`config.mk`:
```
export PLATFORM = sky130hd
export DESIGN_NAME = offs_persist_mon
export DESIGN_NICKNAME = d
export VERILOG_FILES = /design/src/rtl/offs_pkg.sv /design/src/rtl/offs_void_track.sv /design/src/rtl/offs_chan_persist.sv /design/src/rtl/offs_byte_pack.sv /design/src/rtl/offs_persist_mon.sv
export SDC_FILE = /design/constraint.sdc
export NUM_CORES = 1
export LEC_CHECK = 0
export ABC_AREA = 0
export BUFFER_PORTS_ARGS = -buffer_cell sky130_fd_sc_hd__buf_2
export CAP_MARGIN = 10
export CORE_AREA = 2 2 39 41
export CTS_CLUSTER_DIAMETER = 40
export DETAILED_ROUTE_END_ITERATION = 8
export DIE_AREA = 0 0 41 43
export SLEW_MARGIN = 5
export SYNTH_ARGS = -nofsm -noshare
export SYNTH_HDL_FRONTEND = slang
export SYNTH_SLANG_ARGS = --single-unit
```
`constraint.sdc`:
```
create_clock -name clk -period 1.45 [get_ports clk]
set_clock_uncertainty 0.2 [all_clocks]
set_input_delay 0.29 -clock clk [delete_from_list [all_inputs] [get_ports clk]]
set_output_delay 0.29 -clock clk [all_outputs]
set_load 0.005 [all_outputs]
```
`src/rtl/offs_pkg.sv`:
```
package offs_pkg;
  localparam int BYTE_W   = 8;
  localparam int FLAG_BIT = 2;
  localparam int ACT_BIT  = 7;
endpackage

```
`src/rtl/offs_void_track.sv`:
```
module offs_void_track (
  input  logic clk,
  input  logic rst_n,
  input  logic win_run,
  input  logic win_close,
  input  logic prot_act,
  output logic void_now
);
  logic void_q;

  // Sticky marker of protection activity within the current window.
  always_ff @(posedge clk or negedge rst_n) begin
    if (!rst_n)
      void_q <= 1'b0;
    else if (!win_run || win_close)
      void_q <= 1'b0;
    else
      void_q <= void_q | prot_act;
  end

  assign void_now = void_q | prot_act;
endmodule

```
`src/rtl/offs_chan_persist.sv`:
```
module offs_chan_persist (
  input  logic clk,
  input  logic rst_n,
  input  logic win_run,
  input  logic win_close,
  input  logic void_now,
  input  logic cmp,
  output logic flag
);
  logic held_q;
  logic held_now;

  // held_q stays 1 while the comparator has not dropped in the open window.
  assign held_now = held_q & cmp;

  always_ff @(posedge clk or negedge rst_n) begin
    if (!rst_n)
      held_q <= 1'b1;
    else if (!win_run || win_close)
      held_q <= 1'b1;
    else
      held_q <= held_now;
  end

  // The verdict is captured only when a read closes the window.
  always_ff @(posedge clk or negedge rst_n) begin
    if (!rst_n)
      flag <= 1'b0;
    else if (win_close)
      flag <= win_run & held_now & ~void_now;
  end
endmodule

```
`src/rtl/offs_byte_pack.sv`:
```
module offs_byte_pack #(
  parameter int NUM_CH = 2
) (
  input  logic [NUM_CH-1:0]                   flags,
  input  logic                                active,
  output logic [NUM_CH*offs_pkg::BYTE_W-1:0]  bytes_o
);
  import offs_pkg::*;
  localparam int LAST = NUM_CH - 1;

  for (genvar k = 0; k < NUM_CH; k++) begin : g_byte
    logic [BYTE_W-1:0] b;
    always_comb begin
      b           = '0;
      b[FLAG_BIT] = flags[k];
      if (k == LAST)
        b[ACT_BIT] = active;
    end
    assign bytes_o[k*BYTE_W +: BYTE_W] = b;
  end
endmodule

```
`src/rtl/offs_persist_mon.sv`:
```
module offs_persist_mon #(
  parameter int NUM_CH = 2
) (
  input  logic                       clk,
  input  logic                       rst_n,
  input  logic                       det_en,
  input  logic [NUM_CH-1:0]          cmp_hi,
  input  logic                       prot_act,
  input  logic                       rd_stb,
  output logic [NUM_CH-1:0]          offs_flag,
  output logic                       det_active,
  output logic [NUM_CH*8-1:0]        diag_bytes
);
  logic void_now;

  always_ff @(posedge clk or negedge rst_n) begin
    if (!rst_n)
      det_active <= 1'b0;
    else
      det_active <= det_en;
  end

  offs_void_track u_void (
    .clk       (clk),
    .rst_n     (rst_n),
    .win_run   (det_en),
    .win_close (rd_stb),
    .prot_act  (prot_act),
    .void_now  (void_now)
  );

  for (genvar c = 0; c < NUM_CH; c++) begin : g_ch
    offs_chan_persist u_ch (
      .clk       (clk),
      .rst_n     (rst_n),
      .win_run   (det_en),
      .win_close (rd_stb),
      .void_now  (void_now),
      .cmp       (cmp_hi[c]),
      .flag      (offs_flag[c])
    );
  end

  offs_byte_pack #(.NUM_CH(NUM_CH)) u_pack (
    .flags   (offs_flag),
    .active  (det_active),
    .bytes_o (diag_bytes)
  );
endmodule

```
[Yosys cells after proc, flatten, opt, wreduce, memory -nomap -nowiden]
Index checks and enable logic that the tools add are counted.
Storage, ports and cells
  register bits after elaboration: 6
  bits of input ports: 7
  output and inout bits: 19
  logic and storage cells: 19
Operators by class
  muxes and demuxes: 3
  bitwise operators: 8
  reduce and logical (&&, ||, !) cells: 2
Operator list (number)
  bitwise AND 1 bit: 6
  2-to-1 mux 1 bit: 3
  zero test 1 bit: 1
  logical OR 1 bit: 1
  inverter 1 bit: 1
  bitwise OR 1 bit: 1

[Longest topological paths before layout]
Gate-level depths: netlist of the first run.
  word-level depth: 3
  depth in mapped cells: 2
  depth with buffers taken out: 2

[By module]
A second synthesis of the first run with hierarchy kept.
Unflattened totals
  cell total of the unflattened synthesis: 33
  area, all modules: 364.1 sq um
Modules (own cells, without submodules)
  offs_chan_persist: instances 2, cells an instance 6, area each 87.6 sq um, seq. area each 51.3 sq um
  offs_byte_pack: instances 1, cells an instance 17, area each 123.9 sq um, seq. area each 0.0 sq um
  offs_void_track: instances 1, cells an instance 3, area each 40.0 sq um, seq. area each 25.0 sq um
  offs_persist_mon: instances 1, cells an instance 1, area each 25.0 sq um, seq. area each 25.0 sq um

[Least setup slack after synthesis of the first run]
Ideal clock, no wire load.
  kind: register to output
  from: register det_active
  to: output diag_bytes[15]
  data arrival time: 498 ps
  required time: 960 ps
  slack: 462 ps
  stages on the path, launching flop included: 2
  buffers on the path: 1
  cells stage by stage: dfrtp_1 -> buf_4
RTL lines
  start, declared: RTL line offs_persist_mon.sv:11  | output logic det_active,
  start signal, assigned: RTL line offs_persist_mon.sv:20  | det_active <= det_en;
  end, declared: RTL line offs_persist_mon.sv:12  | output logic [NUM_CH*8-1:0] diag_bytes
No word-level cell between the ends.

[Worst setup path in the final report of the first run]
  from: input det_en
  to: register u_void.void_q
Between the ends
  longest elaborated chain between the ends: 3
Ends and longest elaborated chain
  start, declared: RTL line offs_persist_mon.sv:6  | input logic det_en,
  zero test 1 bit: RTL line offs_void_track.sv:15  | else if (!win_run || win_close)
  logical OR 1 bit: RTL line offs_void_track.sv:15
  2-to-1 mux 1 bit: RTL line offs_void_track.sv:15
  end signal, assigned: RTL line offs_void_track.sv:18  | void_q <= void_q | prot_act;
  end, declared: RTL line offs_void_track.sv:9  | logic void_q;
No other way between the ends.
A chain may end at the register's enable or synchronous reset.

==> impl_results.md, run 1 <==
- Synth top area cells: buf_4 38%, dfrtp_1 28%, dfstp_2 15%, nand2_1 4.2%, o22ai_1 3.5%
- Post-CTS Setup Bufs: 0
- Area growth, synth to finish: 9.187%
- Met3 wire length: 59 um
- Vias in the first global route: 177
- Routed via count: 216
- Clock sink total: 6
- Routability cong.: 0.7388
- Seq/Total Area, Yosys: 0.4311
- Die X: 41 um
- Via density: 3.429
- Die height: 43 um
- VDD IR-drop max: 341.7 uV
- Commonest cells post-synth: 18 x buf_4, 4 x dfrtp_1, 4 x nand2_1
- Post-synthesis async set-or-reset flop share: 1.000
- Port buffer count: 12
- Met2 Routed Length: 239 um
- Io pins: 26
- Yosys warnings: 0
- Post-route ant nets: 0
- Cell Chain, Critical Path: dlygate4sd3_1 > buf_2 > nor2b_2 > o21a_1
- Post-CTS Resized: 0
- CTS clk-pin slew, worst paths: 50 ps
- Rows: 14
- Final core utilization: 0.2794
- Share of cells above drive strength 1: 0.3830
- Arr. time, crit path: 1210 ps
- H-tree levels: 1
- GRT overflow: 0
- Final hold viol count: 0
- Post-Synthesis Cells: 36
- Leakage: 0.2122 nW
- Yosys cell types: 10
- CTS Root Cell: clkbuf_4
- Status: finished clean
- Hold-critical path depth: 3
- Hold Path End: g_ch[0].u_ch.held_q
- Worst path bufs/invs: 2
- Nets: 56
- Max layer used: met3
- Total die area: 1763 um^2
- Max Slew Vio Count: 0
- Post-DP HPWL: 436.9 um
- # diodes: 0
- Initial antenna violation count: 0
- Fill count: 159
- Cell family with most CP delay: buffers and inverters
- Tcrit/Tclk final: 0.8831
- Largest net degree at the start of global routing: 7
- Worst-path fanout max: 3
- Critical Path Start Type: primary input
- Most numerous cell in the Yosys netlist: buf_4
- CTS tree: yes
- Post-route DRC: 0
- Metal1 wirelength: 218 um
- Max clock buf depth: 2
- Max-Cap Viols: 0
- Initial drt markers: 0
- 1st-pass router iterations: 1
- Cell Area, Synth: 354.1 um^2
- Slowest-stage cell, CP: dlygate4sd3_1
- Worst r2r src: u_void.void_q
- Starting Density: 0.2559
- Global-route wire length before repair: 703 um
- Slowest stage delay, CP: 520 ps
- TritonCTS Buffers: 3
- GRT Util Overall: 0.06364
- Final WL: 517 um
- Top FF cell, synth: dfrtp_1
- CP startpoint: det_en
- Largest area contributor in the netlist: buf_4
- R2r endpoint: g_ch[1].u_ch.flag
- Share of the synthesized area in the top cell type: 0.3816
- Skew-Pair Late Insertion Delay: 240 ps
- Post-Layout Cell Count: 63
- FMAX: 0.7809 GHz
- Min-delay src: cmp_hi[0]
- Min Tclk post-route: 1281 ps
- Seq cells post-synth: 6
- Setup Viol. Count Final: 0
- Syn_area_per_cell: 9.836 um^2
- Core area: 1384 um^2
- Dpl cells: 58
- RSZ-0062 raised after global routing: false
- CP Class: in2reg
- Req. time, crit path: 1380 ps
- PD cells: 994.3 nW/um^2
- Reg2Reg Depth: 2
- Reg2Reg Setup Slack: 460 ps
- Endpoint class of the critical path: flip-flop
- Setup tns final: 0 ps
- Hold crit path type: in2reg
- Wirelength per Cell: 8.206 um
- EDFF count, synth: 0
[area by class of cell]
class / instances / area [um^2] / share of cell area
multi-input cells: 22 / 103.9 / 0.2686
clock buffers: 3 / 22.52 / 0.05825
inverters: 2 / 7.507 / 0.01942
repair buffers: 14 / 80.08 / 0.2071
flip-flops and latches: 6 / 152.6 / 0.3948
well taps: 16 / 20.02 / 0.05178
[tightest hold or removal path: stages]
cell and delay (ps):
buf_2 100, nand2_1 60, nand2_1 60
[cells by family (layout without fill, tap and decap cells)]
family | count (synthesis) | in the layout | share of synthesized area
AOI/OAI and AO/OA | 3 | 3 | 0.05654
buffers and inverters | 20 | 19 | 0.4028
DFF | 6 | 6 | 0.4311
other | 1 | 13 | 0.01059
and+or+nand+nor | 6 | 6 | 0.09893
[repair_timing]
item	CTS	global route
hold endpoints to repair	7	0
setup endpoints to repair	0	0
hold buffers	2	0
[cell usage in the layout (no fill, tap or decap)]
cell,count
nand4bb_1,1
buf_2,12
o22ai_1,2
dlygate4sd3_1,2
clkbuf_4,3
dfrtp_1,4
dfstp_2,2
conb_1,13
inv_1,2
o21a_1,1
nand2_1,4
nor2b_2,1
[flip-flops by register name (all words and copies together) (netlist names)]
name              cells
det_active            1
u_void.void_q         1
g_ch.u_ch.held_q      2
g_ch.u_ch.flag        2
[metrics by stage]
stage	hold slack, ps	total power [mW]	setup slack [ps]	cell area, um^2
after floorplan	-205.6	0.2386	461.9	399.1
after global placement	-83.04	0.2258	460.2	344.1
after detailed placement	-74.61	0.2271	453.7	344.1
after CTS	69.14	0.3903	173.7	386.6
after global routing	78.08	0.4097	133.2	386.6
final	68.53	0.3844	169.5	386.6
[power by group]
group	switching (mW)	internal, mW	total [mW]
combinational	0.0255	0.0210	0.0465
sequential	0.00367	0.178	0.182
clock	0.0624	0.0938	0.156
total	0.0916	0.293	0.384
[metal layers]
layer,up-vias,global-route usage
li1,104,-
met1,97,0.07869
met2,15,0.07500
met3,0,0.03141
met4,0,0.06000
met5,-,0
[worst max path at each step]
stage                   endpoint  cells after the start
5_1_grt        g_ch[0].u_ch.flag                      4
3_3_place_gp   g_ch[0].u_ch.flag                      3
6_report           u_void.void_q                      4
3_5_place_dp   g_ch[1].u_ch.flag                      3
2_1_floorplan     diag_bytes[15]                      1
4_1_cts            u_void.void_q                      4
Note: power is estimated with default switching activity, not from simulation.
==> run 2, diff against run 1 <==
--- a/config.mk
+++ b/config.mk
@@ -5,14 +5,16 @@
 export SDC_FILE = /design/constraint.sdc
 export NUM_CORES = 1
 export LEC_CHECK = 0
-export ABC_AREA = 0
+export ABC_AREA = 1
 export BUFFER_PORTS_ARGS = -buffer_cell sky130_fd_sc_hd__buf_2
 export CAP_MARGIN = 10
 export CORE_AREA = 2 2 39 41
 export CTS_CLUSTER_DIAMETER = 40
 export DETAILED_ROUTE_END_ITERATION = 8
 export DIE_AREA = 0 0 41 43
+export RECOVER_POWER = 100
 export SLEW_MARGIN = 5
 export SYNTH_ARGS = -nofsm -noshare
 export SYNTH_HDL_FRONTEND = slang
 export SYNTH_SLANG_ARGS = --single-unit
+export TNS_END_PERCENT = 100
==> impl_results.md, run 2 <==
- Hold crit path type: in2reg
- Slowest stage delay, CP: 390 ps
- PD cells: 1029 nW/um^2
- Initial antenna violation count: 0
- Post-Layout Cell Count: 70
- CTS Root Cell: clkbuf_4
- Routability cong.: 0.6413
- Req. time, crit path: 960 ps
- GRT Util Overall: 0.06439
- Commonest cells post-synth: 18 x buf_4, 8 x nand2_1, 4 x dfrtp_1, 4 x inv_1, 4 x nand3_1
- Cell family with most CP delay: flip-flops
- Cell Chain, Critical Path: clkbuf_1
- Post-Synth Adder-Cell Area: 0
- Endpoint class of the critical path: output port
- 1st-pass router iterations: 3
- Arr. time, crit path: 750 ps
- Top Registers: g_ch.u_ch.flag (2), g_ch.u_ch.held_q (2)
- Max Slew Vio Count: 0
- Seq/Total Area, Yosys: 0.4108
- Final WL: 537 um
- Critical Path Start Type: flip-flop
- FMAX: 0.8055 GHz
- Post-route ant nets: 0
- Share of cells above drive strength 1: 0.1667
- Cell Area, Synth: 371.6 um^2
- Sw Ratio: 0.2405
- Post-synthesis async set-or-reset flop share: 1.000
- Status: finished clean
- Total die area: 1763 um^2
- Clock power frac: 0.425
- VDD IR-drop max: 237.8 uV
- Post-Synthesis Cells: 43
- Final core utilization: 0.2749
- Combinational family with the most area after synthesis: buffers and inverters
- TritonCTS Buffers: 3
- Max-Cap Viols: 0
- Skew-Pair Late Insertion Delay: 240 ps
- Sw power: 94.11 uW
- Routed via count: 241
- Rows: 14
- Global-route wire length before repair: 696 um
- Most numerous cell in the Yosys netlist: buf_4
- EDFF count, synth: 0
- Slowest-stage cell, CP: dfrtp_1
- Final hold viol count: 0
- Largest net degree at the start of global routing: 7
- Worst-path fanout max: 3
- CTS tree: yes
- Commonest non-fill, non-tap cell in the layout: conb_1
- Sequential power share: 0.464
- Nets: 62
- Area growth, synth to finish: 2.357%
- Tcrit/Tclk final: 0.8562
- Yosys cell types: 9
- Leakage: 0.2192 nW
- Worst path bufs/invs: 1
- Dpl cells: 65
- CTS clk-pin slew, worst paths: 50 ps
- Post-DP HPWL: 421.3 um
- Combinational power share: 0.111
- Yosys warnings: 0
- Mux contribution to synthesized area: 0
- Top FF cell, synth: dfrtp_1
- Core area: 1384 um^2
- Initial drt markers: 5
- H-tree levels: 1
- Syn_area_per_cell: 8.642 um^2
- Share of the synthesized area in the top cell type: 0.3636
- Die height: 43 um
- Io pins: 26
- Clock sink total: 6
- GRT overflow: 0
- Fill count: 160
- Synth top area cells: buf_4 36%, dfrtp_1 27%, dfstp_2 14%, nand2_1 8.1%, nand3_1 5.4%
- Die X: 41 um
- Vias in the first global route: 191
- Commonest non-fill, non-tap cells in the layout: 13 x conb_1, 9 x clkbuf_1, 8 x nand2_1
- Pint: 297.3 uW
- Setup Viol. Count Final: 0
- Post-route DRC: 0
- Wirelength per Cell: 7.671 um
- Compound-cell area share of the yosys netlist: 0
- # diodes: 0
- Starting Density: 0.2685
- Seq cells post-synth: 6
- CP Class: reg2out
- Largest area contributor in the netlist: buf_4
- Simple-gate portion of the synthesized area: 0.1751
- Setup tns final: 0 ps
- Via density: 3.443
- Port buffer count: 12
- Post-CTS Setup Bufs: 0
- Synth Area in XOR/XNOR: 0
- Worst hold slack: 40.50 ps
- Min Tclk post-route: 1241 ps
- RSZ-0062 raised after global routing: false
- Max clock buf depth: 2
-- run 2: changes by cell type after synthesis, sizes merged --
| cell | change |
|---|---|
| nand3 | +4 |
| nor2 | +2 |
| o21a | -1 |
| inv | +2 |
| nand2 | +4 |
| o22ai | -2 |
| nand4bb | -1 |
| nor2b | -1 |
-- run 2: per-stage QoR --
stage	total power [mW]	cell area, um^2	worst slack (ps)
2_1_floorplan	0.2418	416.7	461.9
3_3_place_gp	0.2300	361.6	463.8
3_5_place_dp	0.2308	361.6	454.3
4_1_cts	0.4064	397.9	177.9
5_1_grt	0.4189	380.4	159.5
6_report	0.3914	380.4	208.5
-- run 2: power groups by stage --
stage / clock (mW) / sequential [mW] / combinational, mW
4_1_cts: 0.176 / 0.182 / 0.0485
3_5_place_dp: 0 / 0.185 / 0.0463
2_1_floorplan: 0 / 0.184 / 0.0574
5_1_grt: 0.185 / 0.183 / 0.0516
3_3_place_gp: 0 / 0.184 / 0.0459
6_report: 0.166 / 0.182 / 0.0434
-- run 2: layer usage --
layer / vias up / GRT usage / part of all wire
met5: - / 0 / 0
met4: 0 / 0.08000 / 0.0093
met3: 2 / 0.03141 / 0.16
met2: 16 / 0.09375 / 0.47
met1: 102 / 0.05178 / 0.36
li1: 121 / - / -
-- run 2: final timing paths --
path | endpoint | depth (start not counted) | from | slack (ps)
min | det_active | 1 | det_en | 40
min in group asynchronous | g_ch[0].u_ch.flag | 2 | rst_n | 240
max reg2reg | g_ch[1].u_ch.flag | 4 | g_ch[1].u_ch.held_q | 450
min reg2reg | g_ch[0].u_ch.held_q | 2 | g_ch[0].u_ch.held_q | 300
max in group asynchronous | g_ch[0].u_ch.held_q | 2 | rst_n | 510
max | offs_flag[1] | 1 | g_ch[1].u_ch.flag | 210
-- run 2: repair_timing --
item / in CTS / in global routing
endpoints found under the hold margin: 6 / 0
gates resized for setup: 0 / 0
setup endpoints to repair: 0 / 0
hold buffers: 1 / 0
-- run 2: layout make-up --
cell class | instances | area [um^2] | share of cell area
inverters | 4 | 15.01 | 0.03947
flip-flops and latches | 6 | 152.6 | 0.4013
multi-input cells | 27 | 106.4 | 0.2796
repair buffers | 13 | 60.06 | 0.1579
clock buffers | 4 | 26.28 | 0.06908
well taps | 16 | 20.02 | 0.05263
-- run 2: logic make-up (layout without fill, tap and decap cells) --
kind of cell           count (synthesis)  in the layout
other                                  1             13
and+or+nand+nor                       14             14
buffers and inverters                 22             21
DFF                                    6              6
